[src/rtl/i2c_bt_pkg.sv]
package i2c_bt_pkg;

  typedef enum logic [2:0] {
    PH_IDLE      = 3'd0,
    PH_START     = 3'd1,
    PH_LOW_EDGE  = 3'd2,
    PH_LOW       = 3'd3,
    PH_HIGH_EDGE = 3'd4,
    PH_HIGH      = 3'd5,
    PH_STOP      = 3'd6
  } phase_e;

  typedef enum logic [2:0] {
    OP_START  = 3'd0,
    OP_RSTART = 3'd1,
    OP_WRBIT  = 3'd2,
    OP_RDBIT  = 3'd3,
    OP_STOP   = 3'd4
  } op_e;

  typedef enum logic [3:0] {
    S_IDLE, S_SHOLD, S_HOLD, S_DHOLD, S_LOW,
    S_HEDGE, S_HIGH, S_RSETUP, S_PSETUP, S_PHOLD
  } step_e;

  function automatic phase_e phase_of(step_e s);
    case (s)
      S_SHOLD, S_RSETUP: return PH_START;
      S_DHOLD:           return PH_LOW_EDGE;
      S_LOW, S_HOLD:     return PH_LOW;
      S_HEDGE:           return PH_HIGH_EDGE;
      S_HIGH:            return PH_HIGH;
      S_PSETUP, S_PHOLD: return PH_STOP;
      default:           return PH_IDLE;
    endcase
  endfunction

endpackage

[src/rtl/i2c_bt_timer.sv]
// Shared interval counter: restarts on every step change, flags the last cycle.
module i2c_bt_timer #(
  parameter int W = 14
) (
  input  logic         clk,
  input  logic         rst_n,
  input  logic         restart,
  input  logic [W-1:0] limit,
  output logic [W-1:0] count,
  output logic         expired
);
  localparam logic [W:0] ONE = 1;

  logic [W-1:0] cnt_q;

  always_ff @(posedge clk or negedge rst_n) begin
    if (!rst_n)               cnt_q <= '0;
    else if (restart)         cnt_q <= '0;
    else if (cnt_q != '1)     cnt_q <= cnt_q + 1'b1;
  end

  assign count   = cnt_q;
  // a limit of 0 behaves like 1
  assign expired = ({1'b0, cnt_q} + ONE) >= {1'b0, limit};
endmodule

[src/rtl/i2c_bt_seq.sv]
// Step sequencer: walks the edges of one bus condition per request.
module i2c_bt_seq
  import i2c_bt_pkg::*;
#(
  parameter int LW = 14,
  parameter int SW = 10
) (
  input  logic          clk,
  input  logic          rst_n,
  input  logic [LW-1:0] cfg_low_cnt,
  input  logic [LW-1:0] cfg_high_cnt,
  input  logic [SW-1:0] cfg_start_hold,
  input  logic [SW-1:0] cfg_rstart_setup,
  input  logic [SW-1:0] cfg_stop_setup,
  input  logic [LW-1:0] cfg_stop_hold,
  input  logic [SW-1:0] cfg_data_hold,
  input  logic [SW-1:0] cfg_sample_dly,
  input  logic          req_valid,
  output logic          req_ready,
  input  logic [2:0]    req_op,
  input  logic          req_bit,
  input  logic          scl_in,
  input  logic          sda_in,
  input  logic [LW-1:0] cnt,
  input  logic          expired,
  output logic          restart,
  output logic [LW-1:0] limit,
  output logic          done,
  output logic          rx_bit,
  output logic          arb_lost,
  output logic          scl_low_o,
  output logic          sda_low_o,
  output logic [2:0]    phase
);
  step_e st_q, st_d;
  op_e   op_q;
  logic  bit_q;
  logic  scl_lo_q, scl_lo_d, sda_lo_q, sda_lo_d;
  logic  done_q, done_d, rx_q, rx_d, lost_q, lost_d;
  logic  accept, at_sample;

  assign req_ready = (st_q == S_IDLE) || (st_q == S_HOLD);
  assign accept    = req_valid && req_ready;
  assign at_sample = (cnt == LW'(cfg_sample_dly));

  always_comb begin
    case (st_q)
      S_SHOLD:  limit = LW'(cfg_start_hold);
      S_DHOLD:  limit = LW'(cfg_data_hold);
      S_LOW:    limit = cfg_low_cnt;
      S_HIGH:   limit = cfg_high_cnt;
      S_RSETUP: limit = LW'(cfg_rstart_setup);
      S_PSETUP: limit = LW'(cfg_stop_setup);
      S_PHOLD:  limit = cfg_stop_hold;
      default:  limit = '0;
    endcase
  end

  always_comb begin
    st_d     = st_q;
    scl_lo_d = scl_lo_q;
    sda_lo_d = sda_lo_q;
    rx_d     = rx_q;
    done_d   = 1'b0;
    lost_d   = 1'b0;
    case (st_q)
      S_IDLE:
        if (accept && op_e'(req_op) == OP_START) begin
          st_d     = S_SHOLD;
          sda_lo_d = 1'b1;
        end
      S_SHOLD:
        if (expired) begin
          scl_lo_d = 1'b1;
          done_d   = 1'b1;
          st_d     = S_HOLD;
        end
      S_HOLD:
        if (accept) st_d = S_DHOLD;
      S_DHOLD:
        if (expired) begin
          st_d = S_LOW;
          case (op_q)
            OP_WRBIT: sda_lo_d = !bit_q;
            OP_STOP:  sda_lo_d = 1'b1;
            default:  sda_lo_d = 1'b0;
          endcase
        end
      S_LOW:
        if (expired) begin
          scl_lo_d = 1'b0;
          st_d     = S_HEDGE;
        end
      S_HEDGE:
        if (scl_in) begin
          case (op_q)
            OP_RSTART: st_d = S_RSETUP;
            OP_STOP:   st_d = S_PSETUP;
            default:   st_d = S_HIGH;
          endcase
        end
      S_HIGH: begin
        if (at_sample) rx_d = sda_in;
        if (at_sample && op_q == OP_WRBIT && bit_q && !sda_in) begin
          sda_lo_d = 1'b0;
          scl_lo_d = 1'b0;
          done_d   = 1'b1;
          lost_d   = 1'b1;
          st_d     = S_IDLE;
        end else if (expired) begin
          scl_lo_d = 1'b1;
          done_d   = 1'b1;
          st_d     = S_HOLD;
        end
      end
      S_RSETUP:
        if (expired) begin
          sda_lo_d = 1'b1;
          st_d     = S_SHOLD;
        end
      S_PSETUP:
        if (expired) begin
          sda_lo_d = 1'b0;
          st_d     = S_PHOLD;
        end
      S_PHOLD:
        if (expired) begin
          done_d = 1'b1;
          st_d   = S_IDLE;
        end
      default: st_d = S_IDLE;
    endcase
  end

  assign restart = (st_d != st_q);

  always_ff @(posedge clk or negedge rst_n) begin
    if (!rst_n) begin
      st_q     <= S_IDLE;
      op_q     <= OP_START;
      bit_q    <= 1'b1;
      scl_lo_q <= 1'b0;
      sda_lo_q <= 1'b0;
      done_q   <= 1'b0;
      rx_q     <= 1'b1;
      lost_q   <= 1'b0;
    end else begin
      st_q     <= st_d;
      scl_lo_q <= scl_lo_d;
      sda_lo_q <= sda_lo_d;
      done_q   <= done_d;
      rx_q     <= rx_d;
      lost_q   <= lost_d;
      if (accept) begin
        op_q  <= op_e'(req_op);
        bit_q <= req_bit;
      end
    end
  end

  assign done      = done_q;
  assign rx_bit    = rx_q;
  assign arb_lost  = lost_q;
  assign scl_low_o = scl_lo_q;
  assign sda_low_o = sda_lo_q;
  assign phase     = phase_of(st_q);
endmodule

[src/rtl/i2c_bit_timer.sv]
module i2c_bit_timer #(
  parameter int LW = 14,
  parameter int SW = 10
) (
  input  logic          clk,
  input  logic          rst_n,
  input  logic [LW-1:0] cfg_low_cnt,
  input  logic [LW-1:0] cfg_high_cnt,
  input  logic [SW-1:0] cfg_start_hold,
  input  logic [SW-1:0] cfg_rstart_setup,
  input  logic [SW-1:0] cfg_stop_setup,
  input  logic [LW-1:0] cfg_stop_hold,
  input  logic [SW-1:0] cfg_data_hold,
  input  logic [SW-1:0] cfg_sample_dly,
  input  logic          req_valid,
  output logic          req_ready,
  input  logic [2:0]    req_op,
  input  logic          req_bit,
  output logic          done,
  output logic          rx_bit,
  output logic          arb_lost,
  input  logic          scl_in,
  input  logic          sda_in,
  output logic          scl_low_o,
  output logic          sda_low_o,
  output logic [2:0]    phase
);
  logic [LW-1:0] cnt, limit;
  logic          expired, restart;

  i2c_bt_timer #(.W(LW)) u_timer (
    .clk     (clk),
    .rst_n   (rst_n),
    .restart (restart),
    .limit   (limit),
    .count   (cnt),
    .expired (expired)
  );

  i2c_bt_seq #(.LW(LW), .SW(SW)) u_seq (
    .clk              (clk),
    .rst_n            (rst_n),
    .cfg_low_cnt      (cfg_low_cnt),
    .cfg_high_cnt     (cfg_high_cnt),
    .cfg_start_hold   (cfg_start_hold),
    .cfg_rstart_setup (cfg_rstart_setup),
    .cfg_stop_setup   (cfg_stop_setup),
    .cfg_stop_hold    (cfg_stop_hold),
    .cfg_data_hold    (cfg_data_hold),
    .cfg_sample_dly   (cfg_sample_dly),
    .req_valid        (req_valid),
    .req_ready        (req_ready),
    .req_op           (req_op),
    .req_bit          (req_bit),
    .scl_in           (scl_in),
    .sda_in           (sda_in),
    .cnt              (cnt),
    .expired          (expired),
    .restart          (restart),
    .limit            (limit),
    .done             (done),
    .rx_bit           (rx_bit),
    .arb_lost         (arb_lost),
    .scl_low_o        (scl_low_o),
    .sda_low_o        (sda_low_o),
    .phase            (phase)
  );
endmodule

[config.mk]
export PLATFORM = sky130hd
export DESIGN_NAME = i2c_bit_timer
export DESIGN_NICKNAME = d
export VERILOG_FILES = /design/src/rtl/i2c_bt_pkg.sv /design/src/rtl/i2c_bt_timer.sv /design/src/rtl/i2c_bt_seq.sv /design/src/rtl/i2c_bit_timer.sv
export SDC_FILE = /design/constraint.sdc
export NUM_CORES = 1
export LEC_CHECK = 0
export BUFFER_PORTS_ARGS = -buffer_cell sky130_fd_sc_hd__buf_4
export CAP_MARGIN = 20
export CORE_ASPECT_RATIO = 1.75
export CORE_MARGIN = 10
export CORE_UTILIZATION = 40
export CTS_CLUSTER_SIZE = 24
export DETAILED_ROUTE_END_ITERATION = 12
export PLACE_DENSITY = 0.7
export SLEW_MARGIN = 20
export SYNTH_ARGS = -nofsm -noshare
export SYNTH_HDL_FRONTEND = slang
export SYNTH_SLANG_ARGS = --single-unit
[constraint.sdc]
create_clock -name clk -period 3.5 [get_ports clk]
set_input_delay 0.35 -clock clk [delete_from_list [all_inputs] [get_ports clk]]
set_output_delay 0.35 -clock clk [all_outputs]
set_load 0.03 [all_outputs]
==> metrics.md <==
| Metric | Value |
|---|---|
| Clock sinks | `27` |
| Final Power | `0.00273 W` |
| Worst clock skew | `0.00683 ns` |
| Leading area contributor after synthesis | `dfrtp_1` |
| EDFF count, synth | `0` |
| # H-tree levels | `1` |
| TritonCTS clock tree | `built` |
| 1st-iter DRT viols | `222` |
| Crit end category | `flip-flop` |
| Synth top area share | `21.4%` |
| Top post-synthesis cells by area | `dfrtp_1 (21%), ha_1 (8.6%), xnor2_1 (5.4%)` |
| Core ar. | `0.00718 mm2` |
| Crit path kind | `flip-flop to flip-flop` |
| Die Wd | `84.7 um` |
| Final setup viols | `0` |
| Crit Path Max Fanout | `9` |
| Die H | `133 um` |
| Final std cells w/o fill | `546` |
| Setup WS pre-CTS | `-0.0696 ns` |
| Part of the Yosys area used for sequential elements | `23.2%` |
| GR Util met3 | `2.20%` |
| Drt pass-1 iters | `7` |
| Layout cell share with drive strength beyond 1 | `49.6%` |
| Arrival time worst endpoint | `3.53 ns` |
| Vias in the first global route | `3460` |
| Final Hold Viols | `6` |
| LEAKAGE | `1.99 nW` |
| CTS root buf | `clkbuf_16` |
| Worst-Margin Slew | `0.659 ns` |
| YS warnings | `0` |
| DR WL/cell | `21.3 um` |
| Routed vias | `3238` |
| Dpl cells | `535` |
| Area Growth Syn to Fin | `54.7%` |
| I/O pins | `110` |
| FP Rows | `41` |
| Gr usage total | `19.0%` |
| Post-Route WL | `11600 um` |
| Die area | `0.0113 mm2` |
| Syn_nets | `438` |
| Global-route wire length before repair | `17700 um` |
| Antenna Violating Nets Remaining | `0` |
| Grt ovf | `0` |
| Bufs on Longest Clock Path | `2` |
| Worst-skew pair later-pin latency | `0.27 ns` |
| DRC viols | `0` |
| Critical Path Start Type | `flip-flop` |
| Synthesized area per cell | `9.23 um2` |
| Largest net degree at the start of global routing | `28` |
| Util after Layout | `63.0%` |
| Synth Instances | `317` |
| Max-slew headroom | `55.5%` |
| Synthesized cell area | `0.00293 mm2` |
| CTS buffer count | `3` |
| RePlAce Congestion | `0.969` |
| Grt met2 use | `37.7%` |
| DR vias/cell | `5.93` |
| Max Cap Viol | `0` |
| Synthesized flop and latch total | `27` |
| CTS Hold Bufs | `0` |
| Ys flop type | `dfrtp_1` |
| Post-synthesis cell type count | `69` |
| Fin nets | `582` |
| Port Buf Inserts | `109` |
| Starting Density | `40.7%` |
| Tmin final | `3.37 ns` |
| Outcome | `finished with violations` |
| Ant diodes | `0` |
| Grt met1 use | `18.6%` |
| Async S/R FF share, synth | `100%` |
| Final worst setup slack | `0.127 ns` |
| Hold Path Class | `input pin to asynchronous set/reset pin` |
| Failing checks | `negative hold slack` |
| Max Freq | `296 MHz` |
| Post-DP HPWL | `9520 um` |
| Most Crowded Layer GR | `met2` |
| Final Cycle Share | `96.4%` |
| Final max-slew violation count | `0` |
| CTS clk-pin slew, worst paths | `0.08 ns` |
| Worst Path Required | `3.66 ns` |
| P per Cell Area | `604 mW/mm2` |
| Final hold slack | `-0.00431 ns` |
| Maximum VDD drop | `0.000466 V` |
| Antenna violations before repair | `0` |
-- worst max-delay path, stage by stage (launching register included) --
cell       delay (ns)
dfrtp_2          0.42
inv_2            0.05
buf_4            0.14
ha_4             0.15
and2_4           0.16
buf_4            0.17
a222oi_1         0.37
ha_1             0.33
nand2_1          0.09
buf_4            0.10
nor2_1           0.04
a211oi_2         0.23
nor2_2           0.13
nor3_4           0.24
o31ai_4          0.11
buf_12           0.17
a2111oi_4        0.35
-- per-layer routing --
metal	vias to the layer above	routed length, um	part of all wire, %
met4	0	500	4.3
met2	120	6820	59
met5	-	0	0
met1	1552	3780	32
li1	1530	-	-
met3	36	542	4.7
-- registers in the layout, indices dropped and copies added, names as in the netlist --
name             cells
u_timer.count       14
u_seq.st_q           4
u_seq.op_q           3
u_seq.arb_lost       1
u_seq.bit_q          1
u_seq.done           1
u_seq.rx_bit         1
u_seq.scl_low_o      1
u_seq.sda_low_o      1
-- placed cells by master (no fill, tap or decap), drive strengths merged, types with 3 or more instances in the layout --
master     n
a221oi     3
ha        20
nor3       6
xnor2     18
a211oi     8
o31ai      3
inv        6
nor2b      6
dfrtp     25
nor4       5
nand3b     3
a22oi     16
and3      10
a21oi     12
or3        3
o22ai      4
nand2b     8
a222oi    11
o21ai     12
mux2       6
a31oi      4
nand4      5
mux2i      7
a2111oi    9
nor2      21
clkbuf     4
xor2       6
nand3     15
nand2     17
buf      155
and2       5
-- where the power goes --
| part | switching [W] | internal, W |
|---|---|---|
| Sequential | 0.0000820 | 0.000382 |
| Clock | 0.000120 | 0.000155 |
| Combinational | 0.00107 | 0.000920 |
-- cells in the mapped netlist (all sizes together), types with 2 or more instances --
| master | number |
|---|---|
| xor2 | 6 |
| nor3 | 6 |
| or3 | 3 |
| o21ai | 12 |
| a22oi | 16 |
| o22ai | 4 |
| and3 | 10 |
| nand4bb | 2 |
| nor2b | 6 |
| mux2i | 7 |
| nor2 | 21 |
| buf | 10 |
| a221o | 2 |
| dfrtp | 25 |
| a222oi | 11 |
| mux2 | 6 |
| a21o | 2 |
| a31oi | 4 |
| o21a | 2 |
| nor4 | 5 |
| nand4 | 5 |
| a211oi | 8 |
| a221oi | 3 |
| clkbuf | 7 |
| ha | 20 |
| o211ai | 2 |
| xnor2 | 18 |
| and2 | 5 |
| nand2 | 17 |
| dfstp | 2 |
| a2111oi | 9 |
| inv | 6 |
| o31ai | 3 |
| nand3b | 3 |
| a21oi | 12 |
| nand3 | 15 |
| nand2b | 8 |
-- kinds of logic (layout without fill, tap and decap cells) --
group                      Yosys count  after routing  share of synthesized area (%)
buffers and inverters               23            166                           3.76
and+or+nand+nor                    114            114                           24.4
AOI/OAI and AO/OA                   96             96                           28.3
DFF                                 27             27                           23.2
muxes                               13             13                           4.70
xor gates and xnor gates            24             24                           7.18
adders and majority gates           20             20                           8.55
-- worst paths after layout --
path                       cells past startpoint                           end  slack, ns                   startpoint
setup / recovery                              16  u_timer.count[0]$_DFFE_PN0P_       0.13      u_seq.st_q[0]$_DFF_PN0_
hold / removal                                 1     u_seq.op_q[1]$_DFFE_PN0P_     -0.004                        rst_n
setup reg to reg                              16  u_timer.count[0]$_DFFE_PN0P_       0.13      u_seq.st_q[0]$_DFF_PN0_
hold reg to reg                                2   u_seq.scl_low_o$_DFFE_PN0P_       0.54  u_seq.scl_low_o$_DFFE_PN0P_
max in group asynchronous                      1      u_seq.rx_bit$_DFFE_PN1P_       3.20                        rst_n
min in group clk                               2       u_seq.bit_q$_DFFE_PN1P_       0.32                      req_bit
-- area by class of cell --
class | instances | area (um2)
timing repair buffer | 156 | 1260
sequential | 27 | 683
inverter | 6 | 22.5
tap | 86 | 108
clock buffer | 3 | 75.1
clock inverter | 1 | 5.00
multi-input combinational | 267 | 2370
fill | 621 | 2660
-- what timing repair did --
item | 4_1_cts | 5_1_grt
setup endpoints to repair | 11 | 21
pin swaps | 2 | 14
setup buffers | 0 | 7
cloned | 0 | 1
gates resized for setup | 6 | 40
-- metrics by stage --
step	setup TNS (ns)	area, um2
6_report	0	4530
3_5_place_dp	-0.290	4140
5_1_grt	-0.449	4530
3_3_place_gp	0	4140
4_1_cts	0	4240
2_1_floorplan	0	2940
Power figures use the tool's default switching activity.
